## src/rtl/irq_hub_pkg.sv

```systemverilog
package irq_hub_pkg;
  localparam int unsigned NIRQ   = 8;
  localparam int unsigned IDX_W  = $clog2(NIRQ);
  localparam int unsigned VEC_W  = 8;
  localparam int unsigned BASE_W = VEC_W - IDX_W;
  localparam int unsigned ADDR_W = 2;

  typedef enum logic [ADDR_W-1:0] {
    REG_MASK = 2'd0,
    REG_BASE = 2'd1,
    REG_EOI  = 2'd2,
    REG_CASC = 2'd3
  } reg_addr_e;
endpackage

```

## src/rtl/irq_hub_prio.sv

```systemverilog
// Lowest set index wins.
module irq_hub_prio #(
  parameter int unsigned N = 8,
  localparam int unsigned IW = $clog2(N)
) (
  input  logic [N-1:0]  vec_i,
  output logic          any_o,
  output logic [IW-1:0] idx_o
);
  always_comb begin
    any_o = 1'b0;
    idx_o = '0;
    for (int i = N - 1; i >= 0; i--) begin
      if (vec_i[i]) begin
        any_o = 1'b1;
        idx_o = IW'(i);
      end
    end
  end
endmodule

```

## src/rtl/irq_hub_edge.sv

```systemverilog
// Rising-edge capture into the request register.
module irq_hub_edge #(
  parameter int unsigned N = 8
) (
  input  logic         clk_i,
  input  logic         rst_ni,
  input  logic [N-1:0] irq_i,
  input  logic [N-1:0] grant_i,
  output logic [N-1:0] irr_o
);
  logic [N-1:0] prev_q;
  logic [N-1:0] rise;

  assign rise = irq_i & ~prev_q;

  always_ff @(posedge clk_i or negedge rst_ni) begin
    if (!rst_ni) begin
      prev_q <= '0;
      irr_o  <= '0;
    end else begin
      prev_q <= irq_i;
      irr_o  <= (irr_o & ~grant_i) | rise;
    end
  end
endmodule

```

## src/rtl/irq_hub_isr.sv

```systemverilog
// In-service tracking: grant sets, end-of-interrupt clears the top bit.
module irq_hub_isr #(
  parameter int unsigned N = 8,
  localparam int unsigned IW = $clog2(N)
) (
  input  logic          clk_i,
  input  logic          rst_ni,
  input  logic [N-1:0]  grant_i,
  input  logic          eoi_i,
  output logic [N-1:0]  isr_o,
  output logic          busy_o,
  output logic [IW-1:0] top_o
);
  logic [N-1:0] clr;

  irq_hub_prio #(.N(N)) u_top (
    .vec_i (isr_o),
    .any_o (busy_o),
    .idx_o (top_o)
  );

  always_comb begin
    clr = '0;
    if (eoi_i && busy_o) clr[top_o] = 1'b1;
  end

  always_ff @(posedge clk_i or negedge rst_ni) begin
    if (!rst_ni) isr_o <= '0;
    else         isr_o <= (isr_o & ~clr) | grant_i;
  end
endmodule

```

## src/rtl/irq_hub.sv

```systemverilog
module irq_hub
  import irq_hub_pkg::*;
(
  input  logic              clk_i,
  input  logic              rst_ni,
  input  logic              master_i,
  input  logic [NIRQ-1:0]   irq_i,
  input  logic              cfg_we_i,
  input  logic [ADDR_W-1:0] cfg_addr_i,
  input  logic [VEC_W-1:0]  cfg_wdata_i,
  input  logic              inta_i,
  input  logic [IDX_W-1:0]  cas_i,
  input  logic              cas_valid_i,
  output logic              int_o,
  output logic [VEC_W-1:0]  data_o,
  output logic              data_oe_o,
  output logic [IDX_W-1:0]  cas_o,
  output logic              cas_valid_o
);
  logic [NIRQ-1:0]   irr_q, isr_q, mask_q, casc_q, grant;
  logic [BASE_W-1:0] base_q;
  logic [IDX_W-1:0]  win_idx, top_idx;
  logic              win_any, busy, ack, to_slave, sel_me, eoi;

  irq_hub_edge #(.N(NIRQ)) u_edge (
    .clk_i   (clk_i),
    .rst_ni  (rst_ni),
    .irq_i   (irq_i),
    .grant_i (grant),
    .irr_o   (irr_q)
  );

  irq_hub_prio #(.N(NIRQ)) u_win (
    .vec_i (irr_q & ~mask_q),
    .any_o (win_any),
    .idx_o (win_idx)
  );

  irq_hub_isr #(.N(NIRQ)) u_isr (
    .clk_i   (clk_i),
    .rst_ni  (rst_ni),
    .grant_i (grant),
    .eoi_i   (eoi),
    .isr_o   (isr_q),
    .busy_o  (busy),
    .top_o   (top_idx)
  );

  assign int_o  = win_any && (!busy || (win_idx < top_idx));
  assign sel_me = master_i || (cas_valid_i && (cas_i == casc_q[IDX_W-1:0]));
  assign ack    = inta_i && int_o && sel_me;
  assign to_slave = master_i && casc_q[win_idx];
  assign eoi    = cfg_we_i && (cfg_addr_i == REG_EOI);

  always_comb begin
    grant = '0;
    if (ack) grant[win_idx] = 1'b1;
  end

  assign data_oe_o   = ack && !to_slave;
  assign data_o      = data_oe_o ? {base_q, win_idx} : '0;
  assign cas_valid_o = ack && to_slave;
  assign cas_o       = cas_valid_o ? win_idx : '0;

  always_ff @(posedge clk_i or negedge rst_ni) begin
    if (!rst_ni) begin
      mask_q <= '0;
      base_q <= '0;
      casc_q <= '0;
    end else if (cfg_we_i) begin
      unique case (reg_addr_e'(cfg_addr_i))
        REG_MASK: mask_q <= cfg_wdata_i;
        REG_BASE: base_q <= cfg_wdata_i[VEC_W-1:IDX_W];
        REG_CASC: casc_q <= cfg_wdata_i;
        default:  ;
      endcase
    end
  end
endmodule

```

## config.mk

```make
export PLATFORM = sky130hd
export DESIGN_NAME = irq_hub
export DESIGN_NICKNAME = d
export VERILOG_FILES = /design/src/rtl/irq_hub_pkg.sv /design/src/rtl/irq_hub_prio.sv /design/src/rtl/irq_hub_edge.sv /design/src/rtl/irq_hub_isr.sv /design/src/rtl/irq_hub.sv
export SDC_FILE = /design/constraint.sdc
export NUM_CORES = 1
export LEC_CHECK = 0
export BUFFER_PORTS_ARGS = -buffer_cell sky130_fd_sc_hd__clkbuf_2
export CAP_MARGIN = 15
export CORE_UTILIZATION = 25
export CTS_BUF_LIST = sky130_fd_sc_hd__clkbuf_4 sky130_fd_sc_hd__clkbuf_8
export CTS_CLUSTER_DIAMETER = 150
export DETAILED_ROUTE_END_ITERATION = 16
export GPL_ROUTABILITY_DRIVEN = 0
export PLACE_DENSITY = 0.43
export REMOVE_ABC_BUFFERS = 1
export SLEW_MARGIN = 40
export SYNTH_ARGS = -nofsm -noshare
export SYNTH_HDL_FRONTEND = slang
export SYNTH_SLANG_ARGS = --single-unit
export TNS_END_PERCENT = 10
```

## constraint.sdc

```tcl
create_clock -name clk_i -period 6.61 [get_ports clk_i]
set_input_delay 0.9915 -clock clk_i [delete_from_list [all_inputs] [get_ports clk_i]]
set_output_delay 0.9915 -clock clk_i [all_outputs]
set_load 0.03 [all_outputs]
```

==> results.toml <==
[route]
vias = 1736
first_pass_iters = 4
drtAntennaViolNets = 0
drt_iter0_drc = 92
drt_wl_total_um = 5860
detail_route.wl_per_cell_um = 15.0
via_per_inst = 4.44
drc = 0

[worst_setup_path]
critPathMaxFanout = 14
crit_type = "flop to primary output"
end_kind = "primary output"
required_ps = 5620
crit_slowest_cell = "or4_4"
cp-start-kind = "flop"
crit_start = "u_edge.irr_o[6]$_DFF_PN0_"
cp_cell_sequence = "nor2b_4 -> or4_4 -> nand2_1 -> inv_1 -> ha_1 -> nor2_1 -> a31oi_1 -> nand2b_2 -> o21a_4 -> nor3_2 -> clkbuf_2"
crit_path_max_incr_delay_ps = 540
cp.arrival_ps = 2920
r2r-start = "u_edge.irr_o[6]$_DFF_PN0_"

[logic_synthesis]
synth_top_area_cell = "dfrtp_1"
yosysWarnings = 0
async_reset_ff_share_pct = 100
yosys_most_used_dff = "dfrtp_1"
yosysMostFrequentCell = "dfrtp_1"
yosys-top-cells-area = "dfrtp_1 47%, mux2_2 10%, nor3b_2 4.2%, o21ai_0 3.6%, a21oi_1 2.5%"
yosysUniqueCellTypes = 50
yosys-top-cells-count = "45 x dfrtp_1, 21 x mux2_2, 17 x o21ai_0"
seq_area_frac_synth_pct = 47.4
avgSynthCellArea_um2 = 11.1
synth_area_um2 = 2380
syn_inst = 215
ys_ff_latch = 45
synth_top_area_share_pct = 47.4
synth-edff-count = 0

[hold_path]
hold_start = "base_q[0]$_DFFE_PN0P_"
hold_path.class = "flop to flop"

[clock_network]
cts_tree = "built"
clkTransAtPathRegs_ps = 90
htree_levels = 2
cts-root-buf = "clkbuf_8"
insertion_delay_ps = 300
clk_path_buf_depth = 2
post-cts-setup-buffers = 0
cts.repair.resized = 0
cts_hold_buf = 0
cts_inserted_buffers = 5
cts.sink_count = 45

[flow_run]
cap_violations = 0

[floorplan]
initial_core_util_pct = 25.7
die_x_um = 99.5
rows = 35
ioPinCount = 41
die_h_um = 99.5
dieArea_um2 = 9900
core_um2 = 9240

[cells_and_area]
fin_nets = 289
drive_gt1_share_pct = 36.6
antenna_cells = 0
fin_cells = 391
syn_to_final_growth_pct = 19.6

[sta]
hold_viol = 0
finalSetupTns_ps = 0
rsz0062_at_grt = "false"
finalCritPeriodShare_pct = 59.2
final-max-slew-violation-count = 0
skew_ps = 6.65
setup_viol = 0
worst_slew_pin_slew_ps = 736
final.min_clock_period_ps = 3910
fmax_mhz = 256
relSlewSlack_pct = 50.7

[global_route]
grt_pass1_wl_um = 9740
antenna_found_initial = 0
grt_max_degree = 46
track_usage_pct = 13.0
overflow = 0
grt_pass1_vias = 1800

[placement]
dp.cells = 383
portBuffers = 40
dp_hpwl_um = 4470

[run_status]
outcome = "complete, no violations"

[power_and_ir_drop]
vdd_drop_max_v = 0.000131
p_leak_nw = 1.22
p_per_area_nw_per_um2 = 357
-- kinds of logic (layout without fill, tap and decap cells) --
family / after synthesis / in the layout / synth area share (%)
adders and majority gates: 1 / 1 / 0.527
DFF: 45 / 45 / 47.4
buffers and inverters: 11 / 58 / 2.79
muxes: 21 / 21 / 9.95
xor gates and xnor gates: 3 / 3 / 1.11
and+or+nand+nor: 75 / 75 / 21.7
AOI/OAI and AO/OA: 59 / 59 / 16.5
-- final cells by class --
| type | instances | area, µm² |
|---|---|---|
| Tap cell | 129 | 161 |
| Timing Repair Buffer | 42 | 215 |
| Clock buffer | 6 | 82.6 |
| Clock inverter | 2 | 37.5 |
| Inverter | 8 | 30.0 |
| Sequential cell | 45 | 1130 |
| Multi-Input combinational cell | 159 | 1190 |
| Fill cell | 971 | 6400 |
-- metal layers --
metal / up-vias / global-route usage, % / routed length, µm / share of wire (%)
li1: 869 / - / - / -
met3: 5 / 3.37 / 208 / 3.5
met5: - / 0 / 0 / 0
met4: 0 / 3.51 / 60 / 1.0
met2: 23 / 21.0 / 2820 / 48
met1: 839 / 17.3 / 2780 / 47
-- critical path, delay by kind of cell, from the launching register on --
kind | cells | cell delay [ps]
adders and majority gates | 1 | 290
buffers and inverters | 2 | 300
DFF | 1 | 410
and+or+nand+nor | 6 | 1350
AOI/OAI and AO/OA | 2 | 280
-- power by group --
part | switching (mW) | leakage, nW | internal (mW)
logic | 0.266 | 0.641 | 0.158
registers | 0.0433 | 0.519 | 0.325
clock network | 0.0988 | 0.0574 | 0.123
-- metrics by stage --
stage | hold slack, ps | util (%) | power, mW | instance area [µm²] | setup WS [ps]
after floorplan | 469 | - | 0.674 | 2340 | 2950
after global placement | 478 | 29.4 | 0.803 | 2720 | 2910
after detailed placement | 487 | 29.5 | 0.805 | 2720 | 2930
after CTS | 509 | 30.8 | 1.03 | 2840 | 2660
after global routing | 530 | 30.8 | 1.09 | 2840 | 2520
final | 505 | 30.8 | 1.02 | 2840 | 2700
-- placed cells by master (no fill, tap or decap), types with 3 or more instances in the layout --
master    count
o31ai_1       6
clkbuf_8      6
xnor2_1       3
o211ai_1      3
clkbuf_2     40
mux2_2       21
nand2b_1      9
o21ai_0      17
nor2b_1       6
inv_1         8
a21oi_1      12
nand3_1       3
dfrtp_1      45
nor3b_2       8
nor2_1       12
a21o_1        4
nor3_1        4
nand2_1       9
-- flip-flops by register name, indices dropped and copies added, names as in the netlist --
name	count
mask_q	8
u_edge.irr_o	8
u_isr.isr_o	8
casc_q	8
u_edge.prev_q	8
base_q	5
-- path summary, 6_finish.rpt --
| kind | slack (ps) | endpoint | cells after the start |
|---|---|---|---|
| max | 2700 | data_o[2] | 11 |
| max reg2reg | 4070 | u_isr.isr_o[6]$_DFF_PN0_ | 10 |
| min | 500 | base_q[0]$_DFFE_PN0P_ | 1 |
| min in group asynchronous | 770 | u_isr.isr_o[7]$_DFF_PN0_ | 2 |
| min reg2reg | 500 | base_q[0]$_DFFE_PN0P_ | 1 |
| max in group asynchronous | 5430 | casc_q[2]$_DFFE_PN0P_ | 2 |
No activity file was read; power rests on OpenSTA's default activity.
